===== config.mk =====
export PLATFORM = sky130hd
export DESIGN_NAME = rtc_bcd_calendar
export DESIGN_NICKNAME = d
export VERILOG_FILES = /design/src/rtl/rtc_pkg.sv /design/src/rtl/rtc_subsec_div.sv /design/src/rtl/rtc_bcd_field.sv /design/src/rtl/rtc_bcd_calendar.sv
export SDC_FILE = /design/constraint.sdc
export NUM_CORES = 1
export LEC_CHECK = 0
export ABC_CLOCK_PERIOD_IN_PS = 4100
export BUFFER_PORTS_ARGS = -buffer_cell sky130_fd_sc_hd__buf_2
export CELL_PAD_IN_SITES_DETAIL_PLACEMENT = 2
export CELL_PAD_IN_SITES_GLOBAL_PLACEMENT = 2
export CORE_UTILIZATION = 35
export CTS_BUF_LIST = sky130_fd_sc_hd__clkbuf_4
export CTS_CLUSTER_DIAMETER = 150
export DETAILED_ROUTE_END_ITERATION = 10
export HOLD_SLACK_MARGIN = 0.12
export PLACE_DENSITY_LB_ADDON = 0.1
export SYNTH_ARGS = -nofsm -noshare
export SYNTH_HDL_FRONTEND = slang
export SYNTH_SLANG_ARGS = --single-unit
export TNS_END_PERCENT = 100

===== constraint.sdc =====
create_clock -name clk -period 4.1 [get_ports clk]
set_input_delay 0.41 -clock clk [delete_from_list [all_inputs] [get_ports clk]]
set_output_delay 0.41 -clock clk [all_outputs]
set_load 0.01 [all_outputs]

===== src/rtl/rtc_pkg.sv =====
package rtc_pkg;
  localparam int NUM_FIELDS = 8;

  typedef enum logic [2:0] {
    F_SUB  = 3'd0,
    F_SEC  = 3'd1,
    F_MIN  = 3'd2,
    F_HOUR = 3'd3,
    F_DOW  = 3'd4,
    F_DATE = 3'd5,
    F_MON  = 3'd6,
    F_YEAR = 3'd7
  } field_e;

  // lowest legal value, also the reset value of each field
  function automatic logic [7:0] fld_min(input logic [2:0] idx);
    case (idx)
      F_DOW, F_DATE, F_MON: return 8'h01;
      default:              return 8'h00;
    endcase
  endfunction

  function automatic logic [7:0] fld_max(input logic [2:0] idx);
    case (idx)
      F_SUB:   return 8'h99;
      F_SEC:   return 8'h59;
      F_MIN:   return 8'h59;
      F_HOUR:  return 8'h23;
      F_DOW:   return 8'h07;
      F_DATE:  return 8'h31;
      F_MON:   return 8'h12;
      default: return 8'h99;
    endcase
  endfunction

  function automatic logic digits_ok(input logic [7:0] v);
    return (v[3:0] <= 4'd9) && (v[7:4] <= 4'd9);
  endfunction

  // last date of the month; leap when the binary year is a multiple of four
  function automatic logic [7:0] month_days(input logic [7:0] mon, input logic [7:0] yr);
    logic [6:0] ybin;
    ybin = ({3'b000, yr[7:4]} * 7'd10) + {3'b000, yr[3:0]};
    case (mon)
      8'h02:                      return (ybin[1:0] == 2'b00) ? 8'h29 : 8'h28;
      8'h04, 8'h06, 8'h09, 8'h11: return 8'h30;
      default:                    return 8'h31;
    endcase
  endfunction
endpackage


===== src/rtl/rtc_subsec_div.sv =====
module rtc_subsec_div #(
  parameter int TICK_HZ = 32768,
  parameter int SUB_HZ  = 100
) (
  input  logic clk,
  input  logic rst_n,
  input  logic tick_i,
  input  logic clr_i,
  output logic stb_o
);
  localparam int AW     = $clog2(TICK_HZ + SUB_HZ);
  localparam int GAP_LO = TICK_HZ / SUB_HZ;
  localparam int GAP_HI = (TICK_HZ + SUB_HZ - 1) / SUB_HZ;
  localparam logic [AW-1:0] STEP  = AW'(SUB_HZ);
  localparam logic [AW-1:0] LIMIT = AW'(TICK_HZ);

  logic [AW-1:0] acc_q;
  logic [AW-1:0] sum;

  // phase accumulator: add SUB_HZ per tick, emit a step on each overflow of TICK_HZ
  assign sum   = acc_q + STEP;
  assign stb_o = tick_i && !clr_i && (sum >= LIMIT);

  always_ff @(posedge clk) begin
    if (!rst_n || clr_i) acc_q <= '0;
    else if (tick_i)     acc_q <= stb_o ? (sum - LIMIT) : sum;
  end

  // spacing monitor: ticks since the last step or restart
  logic [AW-1:0] gap_q;
  always_ff @(posedge clk) begin
    if (!rst_n || clr_i || stb_o) gap_q <= '0;
    else if (tick_i)              gap_q <= gap_q + 1'b1;
  end

  AST_STEP_SPACING: assert property (@(posedge clk) disable iff (!rst_n)
    stb_o |-> ((int'(gap_q) + 1 == GAP_LO) || (int'(gap_q) + 1 == GAP_HI)));
  AST_HOLD_IDLE: assert property (@(posedge clk) disable iff (!rst_n)
    (!tick_i && !clr_i) |=> (acc_q == $past(acc_q)));
endmodule


===== src/rtl/rtc_bcd_field.sv =====
module rtc_bcd_field #(
  parameter logic [7:0] RST_VAL = 8'h00
) (
  input  logic       clk,
  input  logic       rst_n,
  input  logic       inc_i,
  input  logic       wr_i,
  input  logic [7:0] wr_val_i,
  input  logic [7:0] min_i,
  input  logic [7:0] max_i,
  output logic [7:0] val_o,
  output logic       wrap_o
);
  logic [7:0] val_q;
  logic [7:0] nxt;

  assign val_o  = val_q;
  assign wrap_o = inc_i && (val_q >= max_i);

  always_comb begin
    nxt = val_q;
    if (wr_i)                   nxt = wr_val_i;
    else if (inc_i) begin
      if (val_q >= max_i)       nxt = min_i;
      else if (val_q[3:0] == 4'd9) nxt = {val_q[7:4] + 4'd1, 4'h0};
      else                      nxt = val_q + 8'd1;
    end
  end

  always_ff @(posedge clk) begin
    if (!rst_n) val_q <= RST_VAL;
    else        val_q <= nxt;
  end

  AST_DIGITS_LEGAL: assert property (@(posedge clk) disable iff (!rst_n)
    (val_q[3:0] <= 4'd9) && (val_q[7:4] <= 4'd9));
endmodule


===== src/rtl/rtc_bcd_calendar.sv =====
module rtc_bcd_calendar
  import rtc_pkg::*;
#(
  parameter int TICK_HZ = 32768,
  parameter int SUB_HZ  = 100
) (
  input  logic       clk,
  input  logic       rst_n,
  input  logic       tick_en,
  input  logic       wr_en,
  input  logic [2:0] wr_addr,
  input  logic [7:0] wr_data,
  output logic [7:0] hsec_o,
  output logic [7:0] sec_o,
  output logic [7:0] min_o,
  output logic [7:0] hour_o,
  output logic [7:0] dow_o,
  output logic [7:0] date_o,
  output logic [7:0] month_o,
  output logic [7:0] year_o,
  output logic       sec_pulse_o
);
  logic [7:0]            val  [NUM_FIELDS];
  logic [7:0]            maxv [NUM_FIELDS];
  logic [NUM_FIELDS-1:0] inc, wrap, fwr;
  logic                  hs_stb, adv;
  logic [7:0]            wr_body, wr_val;
  logic                  wr_ok;
  logic                  cent_q, pulse_q;

  // a write owns its cycle: the tick is dropped and the divider restarts
  assign adv = tick_en && !wr_en;

  rtc_subsec_div #(.TICK_HZ(TICK_HZ), .SUB_HZ(SUB_HZ)) u_div (
    .clk(clk), .rst_n(rst_n), .tick_i(adv), .clr_i(wr_en), .stb_o(hs_stb)
  );

  // carry ripple: year <- month <- date, weekday <- hour <- minute <- second <- hundredth
  assign inc = {wrap[F_MON], wrap[F_DATE], wrap[F_HOUR], wrap[F_HOUR],
                wrap[F_MIN], wrap[F_SEC], wrap[F_SUB], hs_stb};

  // write clean-up: bad digit or out-of-range value loads the reset value
  always_comb begin
    wr_body = wr_data;
    if (wr_addr == F_MON) wr_body[7] = 1'b0;
    wr_ok  = digits_ok(wr_body) && (wr_body >= fld_min(wr_addr)) &&
             (wr_body <= fld_max(wr_addr));
    wr_val = wr_ok ? wr_body : fld_min(wr_addr);
  end

  for (genvar g = 0; g < NUM_FIELDS; g++) begin : g_fld
    localparam logic [7:0] RV = fld_min(3'(g));
    if (g == int'(F_DATE)) begin : g_dyn
      assign maxv[g] = month_days(val[F_MON], val[F_YEAR]);
    end else begin : g_fix
      assign maxv[g] = fld_max(3'(g));
    end
    assign fwr[g] = wr_en && (wr_addr == 3'(g));

    rtc_bcd_field #(.RST_VAL(RV)) u_fld (
      .clk(clk), .rst_n(rst_n), .inc_i(inc[g]), .wr_i(fwr[g]),
      .wr_val_i(wr_val), .min_i(RV), .max_i(maxv[g]),
      .val_o(val[g]), .wrap_o(wrap[g])
    );
  end

  always_ff @(posedge clk) begin
    if (!rst_n) begin
      cent_q  <= 1'b0;
      pulse_q <= 1'b0;
    end else begin
      pulse_q <= wrap[F_SUB];
      if (fwr[F_MON])        cent_q <= wr_data[7];
      else if (wrap[F_YEAR]) cent_q <= ~cent_q;
    end
  end

  assign hsec_o      = val[F_SUB];
  assign sec_o       = val[F_SEC];
  assign min_o       = val[F_MIN];
  assign hour_o      = val[F_HOUR];
  assign dow_o       = val[F_DOW];
  assign date_o      = val[F_DATE];
  assign month_o     = {cent_q, val[F_MON][6:0]};
  assign year_o      = val[F_YEAR];
  assign sec_pulse_o = pulse_q;

  AST_HOUR_RANGE: assert property (@(posedge clk) disable iff (!rst_n)
    hour_o <= 8'h23);
  AST_DOW_RANGE: assert property (@(posedge clk) disable iff (!rst_n)
    (dow_o >= 8'h01) && (dow_o <= 8'h07));
  AST_CENTURY_FLIP: assert property (@(posedge clk) disable iff (!rst_n)
    ($past(year_o) == 8'h99 && year_o == 8'h00 && !$past(wr_en))
      |-> (month_o[7] != $past(month_o[7])));
  AST_PULSE_NEW_SECOND: assert property (@(posedge clk) disable iff (!rst_n)
    sec_pulse_o |-> (sec_o != $past(sec_o)));
  AST_IDLE_STABLE: assert property (@(posedge clk) disable iff (!rst_n)
    (!tick_en && !wr_en) |=> ($stable(hsec_o) && $stable(sec_o) && $stable(date_o)));
endmodule


After elaboration in Yosys (flattened, before gate mapping)
Index checks and enable logic that the tools add are counted.
- register bits: 82
- output and inout bits: 65
- add/subtract/negate cells: 19
- equality and inequality tests: 20
- $lt $le $gt $ge: 13
- $mul: 1
- muxes and demuxes: 41
- bitwise logic cells: 1
- reductions and logical operators: 38
- operators by type and width (operator ; number):
    8-bit two-way mux ; 33
    8-bit by 1-bit adder with 8-bit output, second input constant ; 8
    8-bit one-hot mux with 5 select lines ; 1
    4-bit by 1-bit adder with 4-bit output, second input constant ; 8
    4-bit equality test, second input constant ; 8
    1-bit logical AND ; 21
    2-bit nonzero test ; 9
    16-bit by 7-bit adder with 16-bit output, second input constant ; 1
    8-bit by 3-bit equality test with 1-bit output, second input constant ; 2
    16-bit >= comparator, second input constant ; 1
    8-bit by 7-bit >= comparator with 1-bit output, second input constant ; 2
    8-bit >= comparator, second input constant ; 2
    16-bit two-way mux ; 1
    16-bit subtractor, second input constant ; 1
    3-bit equality test, second input constant ; 4
    5-bit one-hot mux with 2 select lines ; 1
    8-bit by 2-bit equality test with 1-bit output, second input constant ; 1
    8-bit by 4-bit equality test with 1-bit output, second input constant ; 1
    8-bit by 5-bit equality test with 1-bit output, second input constant ; 1
    8-bit by 3-bit >= comparator with 1-bit output, second input constant ; 1
    8-bit by 5-bit >= comparator with 1-bit output, second input constant ; 1
    8-bit by 6-bit >= comparator with 1-bit output ; 1
    8-bit by 6-bit >= comparator with 1-bit output, second input constant ; 1
    8-bit >= comparator ; 1
    15 further kinds ; 22

Depth between registers and ports, before layout
Gate-level depths: netlist of the first run.
- word-level depth: 13
- depth in mapped cells: 13
- depth with buffers taken out: 12

By module
A second synthesis of the first run with hierarchy kept.
- cells, all modules: 1019
- area, all modules: 8131.5 um^2
- by module, submodules not included (module ; area each (um^2) ; cells each ; times used):
    rtc_bcd_field (g_fld[0].u_fld ...) ; 843.3 ; 108 ; 5
    rtc_bcd_field (g_fld[4].u_fld ...) ; 852.1 ; 105 ; 3
    rtc_bcd_calendar ; 679.4 ; 89 ; 1
    rtc_subsec_div ; 679.4 ; 75 ; 1

Worst setup path after synthesis of the first run
Ideal clock, no wire load.
- path type: flip-flop to flip-flop
- start: register g_fld[7].u_fld.val_q[1]
- end: register g_fld[5].u_fld.val_q[3]
- path slack: 960 ps
- cell stages (with the launch flop): 13
- data required time: 4026 ps
- data arrival time: 3066 ps
- clock period less this slack: 3140 ps
- cells stage by stage: dfxtp_1 clkbuf_1 xor2_1 o21ai_0 a21oi_1 a21oi_1 ha_1 nor4b_1 o21ai_0 a211oi_1 nand3_1 or4b_1 a31oi_1
- cells in the longest elaborated chain, start to end: 8
- ends and longest elaborated chain (item ; RTL line ; source):
    start, declared ; rtc_bcd_field.sv:14 ; logic [7:0] val_q;
    start signal, assigned ; rtc_bcd_field.sv:32 ; else val_q <= nxt;
    2-bit adder ; rtc_pkg.sv:43 ; ybin = ({3'b000, yr[7:4]} * 7'd10) + {3'b000, yr[3:0]};
    2-bit logical NOT ; rtc_pkg.sv:45 ; 8'h02: return (ybin[1:0] == 2'b00) ? 8'h29 : 8'h28;
    1-bit two-way mux ; rtc_pkg.sv:45 ;
    5-bit one-hot mux with 2 select lines ; rtc_pkg.sv:44 ; case (mon)
    8-bit by 6-bit >= comparator with 1-bit output ; rtc_bcd_field.sv:24 ; if (val_q >= max_i) nxt = min_i;
    8-bit two-way mux ; rtc_bcd_field.sv:24 ;
    8-bit two-way mux ; rtc_bcd_field.sv:23 ; else if (inc_i) begin
    8-bit two-way mux ; rtc_bcd_field.sv:22 ; if (wr_i) nxt = wr_val_i;
    end signal, assigned ; rtc_bcd_field.sv:32 ;
    end, declared ; rtc_bcd_field.sv:14 ;
Every way passes these cells. The select of a mux whose other input is x is not followed.
A chain may end at the register's enable or synchronous reset.

Worst setup path in the final report of the first run
- start: register g_fld[6].u_fld.val_q[4]
- end: register g_fld[7].u_fld.val_q[2]
- cells in the longest elaborated chain, start to end: 7
- ends and longest elaborated chain (item ; RTL line ; source):
    start, declared ; rtc_bcd_field.sv:14 ;
    start signal, assigned ; rtc_bcd_field.sv:32 ;
    8-bit by 3-bit equality test with 1-bit output, or another cell as far along ; rtc_pkg.sv:44 ;
    4-bit OR reduction ; rtc_pkg.sv:44 ;
    5-bit one-hot mux with 2 select lines ; rtc_pkg.sv:44 ;
    8-bit by 6-bit >= comparator with 1-bit output ; rtc_bcd_field.sv:18 ; assign wrap_o = inc_i && (val_q >= max_i);
    1-bit logical AND ; rtc_bcd_field.sv:18 ;
    1-bit logical AND (*) ; rtc_bcd_field.sv:18 ;
    2-bit nonzero test (no line) (*) ; -- ;
Every way passes the cells marked *; elsewhere a longest branch is shown, timed or not.

==> results of run 1 <==
## layer usage
metal	global-route usage	routed length, um	vias up
li1	-	-	3033
met1	0.356	10900	3300
met2	0.490	12100	123
met3	0.0251	592	37
met4	0.108	572	0
met5	0	0	-
## final cells by class
cell class,instances,area [um2],share of cell area
multi-input combinational,618,3960,0.596
sequential,80,1600,0.241
timing repair buffer,100,553,0.0832
tap,220,275,0.0414
inverter,29,109,0.0164
clock inverter,7,80.1,0.0120
clock buffer,9,67.6,0.0102
antenna,1,2.50,0.000376
## stage by stage
stage                     instances   util
final                          1064  0.402
after floorplan                 777      -
after CTS                      1063  0.402
after global routing           1064  0.402
after global placement         1047  0.393
after detailed placement       1047  0.393
## worst max-delay path: stages, from the launching register on
cell and delay [ns]:
dfxtp_1 0.48, ha_1 0.24, mux2i_1 0.08, nor4b_1 0.28, a21oi_1 0.16, ha_1 0.30, nor4b_1 0.23, o21ai_0 0.15
a211oi_1 0.64, buf_4 0.25, or3_1 0.30, o21ai_0 0.17, a221oi_1 0.27
## synth_stat cells, types with 15 or more instances
master / n / area (um2)
a21oi_1: 62 / 310
ha_1: 36 / 450
a31oi_1: 19 / 119
and3_1: 15 / 93.8
inv_1: 28 / 105
o21ai_0: 47 / 235
clkbuf_1: 38 / 143
nand3_1: 46 / 230
o211ai_1: 22 / 165
nor3_1: 25 / 125
dfxtp_1: 80 / 1600
nand2_1: 69 / 259
nor2_1: 62 / 233
## sequential cells by signal (all words and copies together) (netlist names)
register,flops
g_fld.u_fld.val_o,64
u_div.acc_q,14
cent_q,1
sec_pulse_o,1
## power by group through the flow
stage / clock network [mW] / registers [mW] / logic [mW]
6_report: 0.526 / 0.824 / 0.277
5_1_grt: 0.572 / 0.828 / 0.302
4_1_cts: 0.539 / 0.824 / 0.277
3_5_place_dp: 0 / 0.841 / 0.274
3_3_place_gp: 0 / 0.839 / 0.262
2_1_floorplan: 0 / 0.830 / 0.170
## logic make-up after synthesis
kind of cell,count (synthesis),share of synthesized area
and+or+nand+nor,302,0.263
xor gates and xnor gates,18,0.0268
AOI/OAI and AO/OA,248,0.281
DFF,80,0.272
buffers and inverters,79,0.0565
muxes,14,0.0240
adders and majority gates,36,0.0765
## worst max path at each step
stage                            start  cells past startpoint                      end  slack, ns
6_report       g_fld[6].u_fld.val_o[4]                     12  g_fld[7].u_fld.val_o[2]       0.45
3_3_place_gp   g_fld[6].u_fld.val_o[5]                     13  g_fld[7].u_fld.val_o[2]       0.67
4_1_cts        g_fld[6].u_fld.val_o[4]                     12  g_fld[7].u_fld.val_o[2]       0.46
5_1_grt        g_fld[6].u_fld.val_o[4]                     12  g_fld[7].u_fld.val_o[2]       0.04
2_1_floorplan  g_fld[7].u_fld.val_o[1]                     12  g_fld[5].u_fld.val_o[3]       0.96
3_5_place_dp   g_fld[6].u_fld.val_o[4]                     12  g_fld[7].u_fld.val_o[2]       0.49
==> summary.md, run 1 <==
| Metric | Value |
|---|---|
| Root buf cell | `clkbuf_4` |
| GPL Wtd Cong | `0.869` |
| Worst hold path startpoint | `tick_en` |
| IO Port Bufs | `79` |
| Area Growth Syn to Fin | `12.9%` |
| Total GRT Usage | `0.280` |
| Logic pwr share | `0.170` |
| Register area share after synthesis | `0.272` |
| Flop pwr share | `0.507` |
| Initial antenna violation count | `1` |
| Int Pwr | `1.08 mW` |
| Fmax | `0.274 GHz` |
| Peak VDD IR | `0.000197 V` |
| Relative slew slack | `0.315` |
| Hold Slack | `0.177 ns` |
| Final ANT Viol Nets | `0` |
| Crit. End Element | `flip-flop` |
| Power share of the clock group | `0.323` |
| Rows | `47` |
| Via count | `6,493` |
| Core ar. | `16,500 um2` |
| Final hold vios | `0` |
| Die Span X | `132 um` |
| RSZ-0062 raised after global routing | `no` |
| Cells after synthesis | `777` |
| Yosys warns | `0` |
| Worst endpoint required time | `4.49 ns` |
| Fraction of layout cells with a size suffix above 1 | `0.155` |
| Drt total wl | `24,100 um` |
| Top-level port count | `80` |
| Sw frac | `0.337` |
| Clock Skew | `0.0220 ns` |
| Hold EP | `u_div.acc_q[15]` |
| Outcome | `finished clean` |
| Crit share post-route | `0.889` |
| CTS max path bufs | `2` |
| Hold WC Path Type | `in -> reg` |
| WHS Path Cells | `2` |
| FF-to-FF setup slack | `0.45 ns` |
| CTS tree | `built` |
| Worst skew pair latency | `0.49 ns` |
| Syn Nets | `828` |
| R2R cell count | `12` |
| Minimum clock period | `3.65 ns` |
| Final Worst Setup Slack | `0.454 ns` |
| Vias/cell | `6.10` |
| CTS Buf Count | `9` |
| CP Launch Type | `flip-flop` |
| Setup violators final | `0` |
| Power Total | `1.63 mW` |
| Design Area, Final | `6650 um2` |
| First-pass DRT Iterations | `5` |
| Placed cell areas | `6500 um2` |
| First-pass GRT wire length | `38,500 um` |
| Nets | `889` |
| Post-synth EDFFs | `0` |
| Sum Neg Setup Slack | `0 ns` |
| Worst EP arrival | `4.04 ns` |
| Max Cap Viol | `0` |
| Flops & latches, synth | `80` |
| Sw power | `0.549 mW` |
| Worst-Margin Slew | `1.02 ns` |
| Yosys cell types | `74` |
| Most used DFF post-synth | `dfxtp_1` |
| WL/cell | `22.7 um` |
| Die Y | `132 um` |
| Slew Viols, Final | `0` |
| Cell area after synthesis | `5890 um2` |
| Most frequent cells in the layout | `dfxtp_1 (80), buf_2 (79), nand2_1 (69)` |
| Largest net degree at the start of global routing | `44` |
| Avg Inst Size Synth | `7.58 um2` |
| CP max FO | `9` |
| Pwr dens | `245 nW/um2` |
| CTS clk-pin slew, worst paths | `0.15 ns` |
| RR Endpoint | `g_fld[7].u_fld.val_o[2]` |
| DR DRC count | `0` |
| Grt total ovfl | `0` |
| CP Class | `reg -> reg` |
| Initial DRC count | `289` |
| H-tree depth | `3` |
| Fill cells | `1,987` |
| Die ar. | `17,400 um2` |
| Clk sink count | `80` |
| Reg-to-reg startpoint | `g_fld[6].u_fld.val_o[4]` |
| Initial core utilization | `0.356` |
| Resized cells post-CTS | `0` |
| Setup WS pre-CTS | `0.489 ns` |
| DP Wirelength | `17,800 um` |
| Async set or reset register ratio after synthesis | `0` |
| Vias in the first global route | `6,936` |
| Post-CTS Setup Bufs | `0` |
| Leading cell type in the layout, fill and taps excluded | `dfxtp_1` |
| Pleak | `2.57 nW` |
| Hold_buf cts | `0` |
No activity file was read; power rests on OpenSTA's default activity.
==> run 2: changes to the inputs <==
CORE_UTILIZATION = 30   (was 35)
==> run 2 against run 1 <==
Cell count up 3.9%. Hold slack better by 0.0066 ns. First-iteration DRC count is 36% higher. Global-route usage shrank 3.3 points. Clock power rose by 23%. Sequential share of layout area decreased by 0.33 points. Critical path depth is 1 higher.
==> summary.md, run 2 (synthesized netlist as in run 1, its figures left out) <==
| Metric | Value |
|---|---|
| Outcome | `finished clean` |
| Final Worst Setup Slack | `0.589 ns (+0.135 ns)` |
| Top-level port count | `80 (unchanged)` |
| Post-CTS Setup Bufs | `0 (unchanged)` |
| CP Class | `reg -> reg` |
| Initial antenna violation count | `1 (unchanged)` |
| IO Port Bufs | `79 (unchanged)` |
| Hold WC Path Type | `in -> reg` |
| Sw frac | `0.315 (-0.0222)` |
| Minimum clock period | `3.51 ns (-0.135 ns)` |
| Power share of the clock group | `0.369 (+0.046)` |
| Initial DRC count | `393 (+36%)` |
| Relative slew slack | `0.384 (+0.0690)` |
| Most frequent cells in the layout | `dfxtp_1 (80), buf_2 (79), nand2_1 (69)` |
| Peak VDD IR | `0.000153 V (-22%)` |
| Die ar. | `20,200 um2 (+16%)` |
| Via count | `6,465 (-0.43%)` |
| CTS clk-pin slew, worst paths | `0.16 ns (about the same)` |
| DP Wirelength | `18,200 um (+2.0%)` |
| Resized cells post-CTS | `0 (unchanged)` |
| Leading cell type in the layout, fill and taps excluded | `dfxtp_1` |
| Number of flip-flops in the largest register | `64 (unchanged)` |
| Root buf cell | `clkbuf_4` |
| Final Util | `0.356 (-0.0468)` |
| Cell count after placement | `1,087 (+3.8%)` |
| Pleak | `2.59 nW (+0.80%)` |
| Final hold vios | `0 (unchanged)` |
| First-pass GRT wire length | `38,800 um (+0.79%)` |
| Slew Viols, Final | `0 (unchanged)` |
| H-tree depth | `3 (unchanged)` |
| CP Launch Type | `flip-flop` |
| Int Pwr | `1.20 mW (+11%)` |
| Setup WS pre-CTS | `0.453 ns (-0.0355 ns)` |
| Setup violators final | `0 (unchanged)` |
| CP max FO | `9 (unchanged)` |
| Fin cells | `1,105 (+3.9%)` |
| Nets | `889 (unchanged)` |
| Vias/cell | `5.85 (-4.1%)` |
| Die Y | `142 um (+7.9%)` |
| Sw power | `0.552 mW (+0.57%)` |
| Drt total wl | `24,400 um (+1.2%)` |
| Core ar. | `19,000 um2 (+15%)` |
| GPL Wtd Cong | `0.869 (about the same)` |
| Clock Skew | `0.0196 ns (-0.00234 ns)` |
| Initial core utilization | `0.311 (-0.0457)` |
| First-pass DRT Iterations | `4 (-1)` |
| Area Growth Syn to Fin | `14.5%` |
| CTS Buf Count | `9 (unchanged)` |
| Worst EP arrival | `3.89 ns (-0.15 ns)` |
| Vias in the first global route | `6,770 (-2.4%)` |
| Largest net degree at the start of global routing | `44 (unchanged)` |
| Power Total | `1.75 mW (+7.7%)` |
| Max Cap Viol | `0 (unchanged)` |
| Final ANT Viol Nets | `0 (unchanged)` |
| WL/cell | `22.1 um (-2.5%)` |
| RSZ-0062 raised after global routing | `no` |
| Grt total ovfl | `0 (unchanged)` |
| Worst skew pair latency | `0.48 ns (about the same)` |
| Logic pwr share | `0.161 (-0.009)` |
| Pwr dens | `260 nW/um2 (+6.2%)` |
| Fmax | `0.285 GHz (+3.8%)` |
| Flop pwr share | `0.470 (-0.037)` |
| Die Span X | `142 um (+7.9%)` |
| Clk sink count | `80 (unchanged)` |
| Fraction of layout cells with a size suffix above 1 | `0.155 (unchanged)` |
| Worst endpoint required time | `4.48 ns (about the same)` |
| CTS max path bufs | `2 (unchanged)` |
| Hold_buf cts | `0 (unchanged)` |
| Crit share post-route | `0.856 (-0.0329)` |
| Crit. End Element | `flip-flop` |
| Total GRT Usage | `0.247 (-0.0329)` |
| Rows | `50 (+6.4%)` |
| DR DRC count | `0 (unchanged)` |
| Worst-Margin Slew | `0.917 ns (-0.0999 ns)` |
| CTS tree | `built` |
| Sum Neg Setup Slack | `0 ns (unchanged)` |
[run 2: metrics by stage]
step                cell area (um2)  hold WS, ns
floorplan                      5890        0.461
global placement               6550        0.486
detailed placement             6550        0.516
CTS                            6740        0.163
global route                   6740        0.186
finish                         6740        0.184
[run 2: critical path, cell delays in order (launching register included)]
cell and delay, ns:
dfxtp_1 0.39, inv_1 0.12, ha_1 0.20, mux2i_1 0.08, nor4b_1 0.28, a21oi_1 0.15, ha_1 0.31, nor4b_1 0.22
o21ai_0 0.15, a211oi_1 0.55, buf_4 0.24, or3_1 0.30, o21ai_0 0.15, a221oi_1 0.27
[run 2: path summary, 6_finish.rpt]
check	end	startpoint	depth (start not counted)	slack, ns
worst max-delay path	g_fld[7].u_fld.val_o[2]	g_fld[6].u_fld.val_o[5]	13	0.59
worst min-delay path	u_div.acc_q[15]	tick_en	2	0.18
worst max register to register	g_fld[7].u_fld.val_o[2]	g_fld[6].u_fld.val_o[5]	13	0.59
worst min register to register	g_fld[6].u_fld.val_o[7]	g_fld[6].u_fld.val_o[7]	2	0.54
[run 2: power groups by stage]
stage / clock [mW] / combinational, mW / sequential (mW)
after CTS: 0.664 / 0.283 / 0.823
after global routing: 0.685 / 0.308 / 0.827
final: 0.647 / 0.283 / 0.823
after floorplan: 0 / 0.170 / 0.830
after global placement: 0 / 0.269 / 0.838
after detailed placement: 0 / 0.282 / 0.840
[run 2: final cells by class]
class,instances,area (um2)
Fill cell,2256,12200
Multi-Input combinational cell,618,3960
Sequential cell,80,1600
Timing Repair Buffer,100,553
Tap cell,260,325
Clock inverter,7,119
Inverter,29,109
Clock buffer,9,67.6
Antenna cell,2,5.00
[run 2: layer usage]
metal,GRT usage,wire (um)
met1,0.327,11600
met2,0.434,12000
met3,0.0199,597
met4,0.0577,248
met5,0,0
==> run 3: changes to the inputs <==
CORE_ASPECT_RATIO = 0.75   (was unset)
SYNTH_HIERARCHICAL = 1   (was unset)
==> run 3 against run 2 <==
Die area rose by 37%. Register-to-register slack got worse by 0.07 ns. Global-route usage shrank 4.9 points. Power fell by 7.5%. Hold slack improved by 0.071 ns. Synthesized cell count up 31%. Clock power fell by 21%. Synthesized area rose by 38%. Count of clock-buffer cells in the layout up 1. Cell count up 41%. Maximum frequency shrank 1.9%. Critical path type unchanged.
==> summary.md, run 3 <==
| Metric | Value |
|---|---|
| Core ar. | `26,300 um2 (+39%)` |
| Worst-Margin Slew | `1.09 ns (+0.174 ns)` |
| Area occupied by multi-input gates | `6380 um2 (+61%)` |
| CP Launch Point | `u_div/acc_q[4]` |
| Via count | `7,922 (+23%)` |
| Number of flip-flops in the largest register | `64 (unchanged)` |
| Final hold vios | `0 (unchanged)` |
| Hold_buf cts | `0 (unchanged)` |
| Reg-to-reg startpoint | `u_div/acc_q[4]` |
| Sw frac | `0.330 (+0.0154)` |
| Final ANT Viol Nets | `0 (unchanged)` |
| Max Cap Viol | `0 (unchanged)` |
| CTS clk-pin slew, worst paths | `0.16 ns (about the same)` |
| Leading cell type in the layout, fill and taps excluded | `conb_1` |
| Die ar. | `27,800 um2 (+37%)` |
| Peak VDD IR | `0.000117 V (-24%)` |
| Cell area after synthesis | `8130 um2 (+38%)` |
| Pwr dens | `171 nW/um2 (-34%)` |
| Sum Neg Setup Slack | `0 ns (unchanged)` |
| Cells after synthesis | `1,018 (+31%)` |
| Initial core utilization | `0.309 (-0.00163)` |
| Setup violators final | `0 (unchanged)` |
| Fmax | `0.279 GHz (-1.9%)` |
| Crit share post-route | `0.873 (+0.0166)` |
| Power share of the clock group | `0.313 (-0.056)` |
| Grt total ovfl | `0 (unchanged)` |
| Initial antenna violation count | `1 (unchanged)` |
| Yosys warns | `6 (+6)` |
| Pleak | `4.32 nW (+67%)` |
| WL/cell | `17.1 um (-22%)` |
| DR DRC count | `0 (unchanged)` |
| Die Span X | `192 um (+35%)` |
| First-pass GRT wire length | `43,900 um (+13%)` |
| Post-CTS Setup Bufs | `0 (unchanged)` |
| Resized cells post-CTS | `0 (unchanged)` |
| Vias/cell | `5.08 (-13%)` |
| Drt total wl | `26,700 um (+9.3%)` |
| Root buf cell | `clkbuf_4` |
| Outcome | `finished clean` |
| Largest net degree at the start of global routing | `29 (-34%)` |
| Hold WC Path Type | `in -> reg` |
| CTS max path bufs | `2 (unchanged)` |
| Fill cells | `3,191 (+41%)` |
| Nets | `1,305 (+47%)` |
| Relative slew slack | `0.269 (-0.115)` |
| Int Pwr | `1.09 mW (-9.6%)` |
| Crit. End Element | `flip-flop` |
| GPL Wtd Cong | `0.758 (-13%)` |
| Rows | `51 (+2.0%)` |
| CTS Buf Count | `9 (unchanged)` |
| DP Wirelength | `20,500 um (+12%)` |
| Worst EP arrival | `3.98 ns (+0.09 ns)` |
| Die Y | `145 um (+1.7%)` |
| FF-to-FF setup slack | `0.52 ns (-0.07 ns)` |
| Area Growth Syn to Fin | `16.9%` |
| CP Class | `reg -> reg` |
| Most frequent cells in the layout | `conb_1 (128), a21oi_1 (89), ha_1 (82)` |
| Vias in the first global route | `8,285 (+22%)` |
| First-pass DRT Iterations | `4 (unchanged)` |
| Logic pwr share | `0.192 (+0.031)` |
| Avg Inst Size Synth | `7.98 um2 (+5.3%)` |
| CP Launch Type | `flip-flop` |
| Final Util | `0.361 (+0.00572)` |
| Worst endpoint required time | `4.50 ns (+0.02 ns)` |
| Minimum clock period | `3.58 ns (+0.0682 ns)` |
| Total GRT Usage | `0.199 (-0.0488)` |
| H-tree depth | `3 (unchanged)` |
| Clk sink count | `80 (unchanged)` |
| Worst skew pair latency | `0.47 ns (about the same)` |
| CTS tree | `built` |
| Critical path destination | `g_fld[7].u_fld/val_o[3]` |
| Slew Viols, Final | `0 (unchanged)` |
| IO Port Bufs | `79 (unchanged)` |
| Fraction of layout cells with a size suffix above 1 | `0.174 (+0.0186)` |
| RSZ-0062 raised after global routing | `no` |
| CP max FO | `11 (+2)` |
| Clock Skew | `0.0251 ns (+0.00546 ns)` |
| Seq. cell area | `1610 um2 (+0.23%)` |
| RR Endpoint | `g_fld[7].u_fld/val_o[3]` |
| Flop pwr share | `0.494 (+0.024)` |
| R2R cell count | `12 (-1)` |
| Top-level port count | `80 (unchanged)` |
| Sw power | `0.535 mW (-3.0%)` |
| Initial DRC count | `279 (-29%)` |
-- run 3: metal layers --
layer	vias to the layer above	global-route usage	wire length, um
met4	0	0.0369	286
met3	18	0.0277	564
met5	-	0	0
met1	3893	0.263	13300
met2	66	0.344	12500
li1	3945	-	-
-- run 3: worst min-delay path by stage --
stage	depth (start not counted)	slack, ns	end	startpoint
after global placement	2	0.48	u_div/acc_q[14]	u_div/acc_q[14]
after CTS	2	0.22	cent_q	wr_data[7]
final	2	0.25	cent_q	wr_data[7]
after detailed placement	2	0.50	u_div/acc_q[12]	u_div/acc_q[12]
after global routing	2	0.23	cent_q	wr_data[7]
after floorplan	2	0.45	u_div/acc_q[14]	u_div/acc_q[14]
-- run 3: through the flow --
stage / worst slack (ns) / instances / hold slack, ns / total power, mW / instance area (um2)
6_report: 0.521 / 1558 / 0.255 / 1.62 / 9500
3_5_place_dp: 0.429 / 1541 / 0.499 / 1.13 / 9360
2_1_floorplan: 0.00915 / 1144 / 0.447 / 1.03 / 8640
4_1_cts: 0.462 / 1557 / 0.224 / 1.65 / 9500
5_1_grt: 0.250 / 1558 / 0.226 / 1.72 / 9500
3_3_place_gp: 0.588 / 1541 / 0.478 / 1.12 / 9360
-- run 3: critical path, stage by stage (launching register included) --
cell	delay, ns
dfxtp_1	0.49
a311oi_4	0.18
nor4b_1	0.39
mux2i_1	0.29
and2b_2	0.20
and2b_2	0.16
and2b_2	0.28
and2b_2	0.22
and2_1	0.15
and2_1	0.38
nand2_1	0.11
or2_2	0.38
o32ai_2	0.27
-- run 3: power by group through the flow --
stage | Sequential (mW) | Combinational (mW) | Clock [mW]
2_1_floorplan | 0.816 | 0.210 | 0
4_1_cts | 0.801 | 0.313 | 0.531
3_3_place_gp | 0.818 | 0.302 | 0
3_5_place_dp | 0.818 | 0.311 | 0
5_1_grt | 0.803 | 0.353 | 0.562
6_report | 0.801 | 0.312 | 0.508
-- run 3: layout make-up --
type	instances	area share
Multi-Input combinational cell	921	0.671
Sequential cell	80	0.169
Timing Repair Buffer	110	0.0661
Tap cell	344	0.0453
Inverter	86	0.0340
Clock buffer	10	0.00790
Clock inverter	6	0.00632
Antenna cell	1	0.000263
